[config.mk]
export PLATFORM = sky130hd
export DESIGN_NAME = pwrdn_wake_ctrl
export DESIGN_NICKNAME = d
export VERILOG_FILES = /design/src/rtl/pwk_pkg.sv /design/src/rtl/pwk_sync.sv /design/src/rtl/pwk_detect.sv /design/src/rtl/pwk_regs.sv /design/src/rtl/pwk_seq.sv /design/src/rtl/pwrdn_wake_ctrl.sv
export SDC_FILE = /design/constraint.sdc
export NUM_CORES = 1
export LEC_CHECK = 0
export BUFFER_PORTS_ARGS = -buffer_cell sky130_fd_sc_hd__buf_2
export CORE_ASPECT_RATIO = 1.25
export CORE_MARGIN = 4
export CORE_UTILIZATION = 53
export CTS_CLUSTER_DIAMETER = 100
export DETAILED_ROUTE_END_ITERATION = 10
export PLACE_DENSITY = 0.76
export RECOVER_POWER = 50
export SETUP_SLACK_MARGIN = 0.02
export SLEW_MARGIN = 20
export SYNTH_ARGS = -nofsm -noshare
export SYNTH_HDL_FRONTEND = slang
export SYNTH_SLANG_ARGS = --single-unit
[constraint.sdc]
create_clock -name clk -period 3.1 [get_ports clk]
set_input_delay 0.155 -clock clk [delete_from_list [all_inputs] [get_ports clk]]
set_output_delay 0.155 -clock clk [all_outputs]
set_load 0.02 [all_outputs]
[src/rtl/pwk_pkg.sv]
package pwk_pkg;

    localparam int NSRC   = 3;
    localparam int SRC_BUS = 0;
    localparam int SRC_PIN = 1;
    localparam int SRC_PIN2 = 2;

    localparam logic [2:0] A_PWR  = 3'd0;
    localparam logic [2:0] A_CFG  = 3'd1;
    localparam logic [2:0] A_STAT = 3'd2;
    localparam logic [2:0] A_OLIM = 3'd3;
    localparam logic [2:0] A_PLIM = 3'd4;

    typedef struct packed {
        logic            pin2_gpio;
        logic            pin2_hi;
        logic            pin_hi;
        logic [NSRC-1:0] en;
    } wake_cfg_t;

    typedef enum logic [2:0] {
        ST_RUN,
        ST_SLEEP,
        ST_OSC,
        ST_PLL,
        ST_IRQ
    } pwk_state_t;

    // A wait ends once cnt+1 reaches the limit; a limit of 0 behaves like 1.
    function automatic logic wait_done(input logic [15:0] cnt, input logic [15:0] lim);
        logic [16:0] nxt;
        nxt = {1'b0, cnt} + 17'd1;
        return nxt >= {1'b0, lim};
    endfunction

    function automatic logic pin_active(input logic lvl, input logic hi);
        return hi ? lvl : ~lvl;
    endfunction

endpackage

[src/rtl/pwk_sync.sv]
module pwk_sync #(
    parameter int WIDTH  = 2,
    parameter int STAGES = 2
) (
    input  logic             clk,
    input  logic             rst,
    input  logic [WIDTH-1:0] d,
    output logic [WIDTH-1:0] q
);
    logic [WIDTH-1:0] stg [STAGES];

    genvar s;
    generate
        for (s = 0; s < STAGES; s++) begin : g_stage
            always_ff @(posedge clk) begin
                if (rst) stg[s] <= '0;
                else if (s == 0) stg[s] <= d;
                else stg[s] <= stg[(s == 0) ? 0 : s-1];
            end
        end
    endgenerate

    assign q = stg[STAGES-1];
endmodule

[src/rtl/pwk_detect.sv]
module pwk_detect
    import pwk_pkg::*;
(
    input  wake_cfg_t      cfg,
    input  logic           bus_active,
    input  logic           pin_s,
    input  logic           pin2_s,
    output logic [NSRC-1:0] hits,
    output logic           wake_req
);
    logic [NSRC-1:0] raw;

    always_comb begin
        raw[SRC_BUS]  = bus_active;
        raw[SRC_PIN]  = pin_active(pin_s, cfg.pin_hi);
        raw[SRC_PIN2] = pin_active(pin2_s, cfg.pin2_hi) & ~cfg.pin2_gpio;
        hits          = raw & cfg.en;
        wake_req      = |hits;
    end
endmodule

[src/rtl/pwk_regs.sv]
module pwk_regs
    import pwk_pkg::*;
#(
    parameter int          CNT_W     = 16,
    parameter int          ADDR_W    = 3,
    parameter logic [15:0] OLIM_RST  = 16'd8,
    parameter logic [15:0] PLIM_RST  = 16'd4
) (
    input  logic              clk,
    input  logic              rst,
    input  logic              reg_we,
    input  logic [ADDR_W-1:0] reg_addr,
    input  logic [CNT_W-1:0]  reg_wdata,
    input  logic              capture,
    input  logic [NSRC-1:0]   hits,
    output wake_cfg_t         cfg,
    output logic [CNT_W-1:0]  osc_lim,
    output logic [CNT_W-1:0]  pll_lim,
    output logic              pd_cmd,
    output logic [NSRC-1:0]   status
);
    logic sel_cfg, sel_stat, sel_olim, sel_plim;

    assign sel_cfg  = reg_we && (reg_addr == ADDR_W'(A_CFG));
    assign sel_stat = reg_we && (reg_addr == ADDR_W'(A_STAT));
    assign sel_olim = reg_we && (reg_addr == ADDR_W'(A_OLIM));
    assign sel_plim = reg_we && (reg_addr == ADDR_W'(A_PLIM));
    assign pd_cmd   = reg_we && (reg_addr == ADDR_W'(A_PWR)) && reg_wdata[0];

    always_ff @(posedge clk) begin
        if (rst) begin
            cfg     <= '0;
            osc_lim <= CNT_W'(OLIM_RST);
            pll_lim <= CNT_W'(PLIM_RST);
        end else begin
            if (sel_cfg) begin
                cfg.en        <= reg_wdata[NSRC-1:0];
                cfg.pin_hi    <= reg_wdata[4];
                cfg.pin2_hi   <= reg_wdata[5];
                cfg.pin2_gpio <= reg_wdata[6];
            end
            if (sel_olim) osc_lim <= reg_wdata;
            if (sel_plim) pll_lim <= reg_wdata;
        end
    end

    genvar i;
    generate
        for (i = 0; i < NSRC; i++) begin : g_flag
            always_ff @(posedge clk) begin
                if (rst) status[i] <= 1'b0;
                else if (capture && hits[i]) status[i] <= 1'b1;
                else if (sel_stat && reg_wdata[i]) status[i] <= 1'b0;
            end
        end
    endgenerate
endmodule

[src/rtl/pwk_seq.sv]
module pwk_seq
    import pwk_pkg::*;
#(
    parameter int CNT_W = 16
) (
    input  logic             clk,
    input  logic             rst,
    input  logic             pd_cmd,
    input  logic             wake_req,
    input  logic             osc_stable,
    input  logic             pll_lock,
    input  logic [CNT_W-1:0] osc_lim,
    input  logic [CNT_W-1:0] pll_lim,
    output logic             osc_en,
    output logic             pll_en,
    output logic             cpu_run,
    output logic             wake_irq,
    output logic             capture
);
    pwk_state_t       st, st_nx;
    logic [CNT_W-1:0] cnt, cnt_nx;

    always_comb begin
        st_nx  = st;
        cnt_nx = '0;
        unique case (st)
            ST_RUN:   if (pd_cmd) st_nx = ST_SLEEP;
            ST_SLEEP: if (wake_req) st_nx = ST_OSC;
            ST_OSC: begin
                if (osc_stable || wait_done(16'(cnt), 16'(osc_lim))) st_nx = ST_PLL;
                else cnt_nx = cnt + 1'b1;
            end
            ST_PLL: begin
                if (pll_lock || wait_done(16'(cnt), 16'(pll_lim))) st_nx = ST_IRQ;
                else cnt_nx = cnt + 1'b1;
            end
            ST_IRQ:   st_nx = ST_RUN;
            default:  st_nx = ST_RUN;
        endcase
    end

    always_ff @(posedge clk) begin
        if (rst) begin
            st  <= ST_RUN;
            cnt <= '0;
        end else begin
            st  <= st_nx;
            cnt <= cnt_nx;
        end
    end

    assign capture  = (st == ST_SLEEP) && wake_req;
    assign osc_en   = (st != ST_SLEEP);
    assign pll_en   = (st == ST_RUN) || (st == ST_PLL) || (st == ST_IRQ);
    assign cpu_run  = (st == ST_RUN) || (st == ST_IRQ);
    assign wake_irq = (st == ST_IRQ);
endmodule

[src/rtl/pwrdn_wake_ctrl.sv]
module pwrdn_wake_ctrl
    import pwk_pkg::*;
#(
    parameter int          CNT_W    = 16,
    parameter int          ADDR_W   = 3,
    parameter int          SYNC_N   = 2,
    parameter logic [15:0] OLIM_RST = 16'd8,
    parameter logic [15:0] PLIM_RST = 16'd4
) (
    input  logic              clk,
    input  logic              rst,
    input  logic              reg_we,
    input  logic [ADDR_W-1:0] reg_addr,
    input  logic [CNT_W-1:0]  reg_wdata,
    input  logic              bus_active,
    input  logic              wake_pin,
    input  logic              wake2_pin,
    input  logic              osc_stable,
    input  logic              pll_lock,
    output logic              osc_en,
    output logic              pll_en,
    output logic              cpu_run,
    output logic              wake_irq,
    output logic [2:0]        wake_status
);
    wake_cfg_t        cfg;
    logic [CNT_W-1:0] osc_lim, pll_lim;
    logic             pd_cmd, capture, wake_req;
    logic [NSRC-1:0]  hits;
    logic [1:0]       pins_s;

    pwk_sync #(.WIDTH(2), .STAGES(SYNC_N)) u_sync (
        .clk(clk), .rst(rst), .d({wake2_pin, wake_pin}), .q(pins_s)
    );

    pwk_detect u_detect (
        .cfg(cfg), .bus_active(bus_active), .pin_s(pins_s[0]),
        .pin2_s(pins_s[1]), .hits(hits), .wake_req(wake_req)
    );

    pwk_regs #(.CNT_W(CNT_W), .ADDR_W(ADDR_W), .OLIM_RST(OLIM_RST),
               .PLIM_RST(PLIM_RST)) u_regs (
        .clk(clk), .rst(rst), .reg_we(reg_we), .reg_addr(reg_addr),
        .reg_wdata(reg_wdata), .capture(capture), .hits(hits), .cfg(cfg),
        .osc_lim(osc_lim), .pll_lim(pll_lim), .pd_cmd(pd_cmd), .status(wake_status)
    );

    pwk_seq #(.CNT_W(CNT_W)) u_seq (
        .clk(clk), .rst(rst), .pd_cmd(pd_cmd), .wake_req(wake_req),
        .osc_stable(osc_stable), .pll_lock(pll_lock), .osc_lim(osc_lim),
        .pll_lim(pll_lim), .osc_en(osc_en), .pll_en(pll_en), .cpu_run(cpu_run),
        .wake_irq(wake_irq), .capture(capture)
    );
endmodule

==> results.sh <==
export IMPL_status="complete, but fails checks"
export IMPL_violations="max-capacitance violations, max-slew violations, negative setup slack"
export IMPL_nNetsFinal=515
export IMPL_tightest_slew_ps=2040
export IMPL_multi_input_area_mm2=0.00200
export IMPL_max_freq_ghz=0.320
export IMPL_boundaryPins=34
export IMPL_crit_required_ps=3360
export IMPL_postRouteWirelength_um=8150
export IMPL_initial_core_util=0.543
export IMPL_critPathArrivalTime_ps=3380
export IMPL_ys_ff_latch=64
export IMPL_hpwl_um=5360
export IMPL_clock_path_buffers=2
export IMPL_cts_hold_buf=0
export IMPL_cts_tree="done"
export IMPL_synth_nets=478
export IMPL_die_w_um=79.1
export IMPL_insertedDiodeCount=0
export IMPL_synth_area_mm2=0.00335
export IMPL_grt_ovfl_total=0
export IMPL_period_share=1.01
export IMPL_drive_above_1_share=0.194
export IMPL_gp_congestion=0.851
export IMPL_drcViolationCount=0
export IMPL_final_fill_count=524
export IMPL_finalNonFillerCells=544
export IMPL_core_mm2=0.00617
export IMPL_slew_viol_final=50
export IMPL_ys_types=41
export IMPL_htree_levels=3
export IMPL_ys_flop_type="dfxtp_1"
export IMPL_ys_warn_count=0
export IMPL_max_cap_violations=1
export IMPL_rsz0062_at_grt="true"
export IMPL_fin_hold_ws_ps=29.3
export IMPL_synth_async_sr_flop_share=0
export IMPL_via_per_inst=5.42
export IMPL_seqCellArea_mm2=0.00129
export IMPL_grt_use_total=0.204
export IMPL_vias=2947
export IMPL_fin_crit_ps=3120
export IMPL_cts_root_buf="clkbuf_8"
export IMPL_netlist_instances=418
export IMPL_syn_avg_cell_area_um2=8.01
export IMPL_slew_headroom=-0.362
export IMPL_dr_pass1_iters=4
export IMPL_hold_viol=0
export IMPL_cp_max_fo=5
export IMPL_p_per_area_mw_per_mm2=413
export IMPL_drt_initial_drc_count=210
export IMPL_fin_skew_ps=11.5
export IMPL_setup_violations=1
export IMPL_grt_first_pass_wirelength_um=12400
export IMPL_path_clk_slew_ps=70
export IMPL_critPathCaptureType="flop"
export IMPL_portBuffers=33
export IMPL_critPathKind="reg -> reg"
export IMPL_cts_buffers=9
export IMPL_dp_cells=524
export IMPL_syn_to_final_growth_pct=19.1
export IMPL_ant_nets=0
export IMPL_std_cell_rows=32
export IMPL_ys_seq_area_frac=0.383
export IMPL_grt_max_degree=50
export IMPL_hold_class="in -> reg"
export IMPL_wl_per_cell_um=15.0
export IMPL_postLayoutSetupSlackWorst_ps=-24.0
export IMPL_antenna_found_initial=0
export IMPL_cts_sinks=64
export IMPL_grt_pass1_vias=2749
export IMPL_cp_start_kind="flop"
export IMPL_die_area_mm2=0.00766
export IMPL_clkLatencyLatePin_ps=350
export IMPL_peakVddDrop_mv=0.339
export IMPL_p_leak_nw=1.71
export IMPL_synth_edf_count=0
export IMPL_die_h_um=96.9
[layer usage]
metal  global-route usage  vias to the layer above  wire length [um]
met5                    0                        -                 0
met4               0.0714                        0               175
met3               0.0438                       16               443
met2                0.346                       99              4080
met1                0.252                     1387              3450
li1                     -                     1445                 -
[layout make-up]
type                       count  share of cell area
clock buffer                  11              0.0355
clock inverter                 4              0.0113
inverter                      48              0.0452
multi-input combinational    290               0.500
sequential                    64               0.323
tap                           85              0.0267
timing repair buffer          42              0.0580
[repair_timing]
action	in CTS	in global routing
hold endpoints to repair	0	0
setup endpoints to repair	16	16
cloned	0	1
buffers inserted	0	4
gates resized for setup	8	33
pin swaps	4	17
[final timing paths]
path / start / end / slack, ps / cells past startpoint
max: u_seq.cnt[1]$_SDFF_PP0_ / u_seq.cnt[15]$_SDFF_PP0_ / -20 / 14
min: wake_pin / u_sync.stg[0][0]$_SDFF_PP0_ / 30 / 2
max reg2reg: u_seq.cnt[1]$_SDFF_PP0_ / u_seq.cnt[15]$_SDFF_PP0_ / -20 / 14
min reg2reg: u_regs.pll_lim[5]$_SDFFE_PP0P_ / u_regs.pll_lim[5]$_SDFFE_PP0P_ / 460 / 2
[cells by family (layout without fill, tap and decap cells)]
group                    Yosys count  count (layout)  share of synthesized area
AND/OR/NAND/NOR                  167             167                      0.233
AO/OA/AOI/OAI                     67              67                      0.121
flip-flops                        64              64                      0.383
buffers and inverters             64             105                     0.0777
adder cells (fa/ha/maj)           33              33                      0.123
XOR/XNOR                          17              17                     0.0445
multiplexers                       6               6                     0.0179
[cell usage after synthesis (2+ instances only)]
cell type  count  share of area
nor3_1         9          0.013
xnor2_1       13          0.034
buf_6          2         0.0067
nand3_1       10          0.015
nor2_1        29          0.032
clkbuf_1      11          0.012
a21oi_1       45          0.067
xor2_1         4          0.010
o21ai_0        6         0.0090
a211oi_1       2         0.0045
mux2i_1        6          0.018
o211ai_1       3         0.0067
a2bb2oi_1      2         0.0052
nand3b_1       3         0.0067
and3_1        11          0.021
inv_1         48          0.054
dfxtp_1       64           0.38
nand4_1        4         0.0075
nand2_1       82          0.092
nand2b_1       3         0.0056
nor2b_1        6          0.011
nor3_2         3         0.0090
ha_1          33           0.12
and2_1         2         0.0037
[per-stage QoR]
stage	util	area, um2	TNS, ps	total power, mW	worst slack, ps
2_1_floorplan	-	3350	0	0.915	136
3_3_place_gp	0.579	3570	-907	0.951	-84.0
3_5_place_dp	0.579	3570	-1630	0.953	-133
4_1_cts	0.614	3790	0	1.64	21.5
5_1_grt	0.647	3990	-1890	1.70	-136
6_report	0.647	3990	-24.0	1.65	-24.0
[worst max-delay path, stage by stage (launching register included)]
cell and delay, ps:
dfxtp_2 340, ha_4 170, and3_4 200, buf_4 130, and3_1 200, xnor2_2 160, inv_1 80, ha_1 300
a21oi_1 140, o21ai_0 120, a21oi_2 230, o311ai_2 180, a211o_1 380, buf_6 160, nor3_1 220
[flip-flops by register name (all words and copies together) (netlist names)]
name / flops
u_regs.status: 3
u_regs.osc_lim: 16
u_seq.st: 3
u_regs.pll_lim: 16
u_seq.cnt: 16
u_regs.cfg: 6
u_sync.stg: 4
[cells in the final DEF (no fill, tap or decap), types with 4 or more instances in the layout]
cell and instances:
clkbuf_1 6, xnor2_1 9, nor3_2 5, nand2_1 81
dfxtp_2 5, nand4_1 4, a21oi_1 43, nor2b_1 6
buf_4 6, nor2_1 28, nand3_1 10, o21ai_0 6
buf_2 29, and3_1 7, ha_1 30, dfxtp_1 59
mux2i_1 6, inv_1 47, clkbuf_8 10, xnor2_2 4
nor3_4 4
[where the power goes]
part	internal, mW	total, mW	leakage (nW)	switching, mW
combinational	0.0379	0.0985	1.09	0.0606
clock	0.385	0.707	0.0989	0.322
sequential	0.836	0.843	0.520	0.00741
No activity file was read; power rests on OpenSTA's default activity.
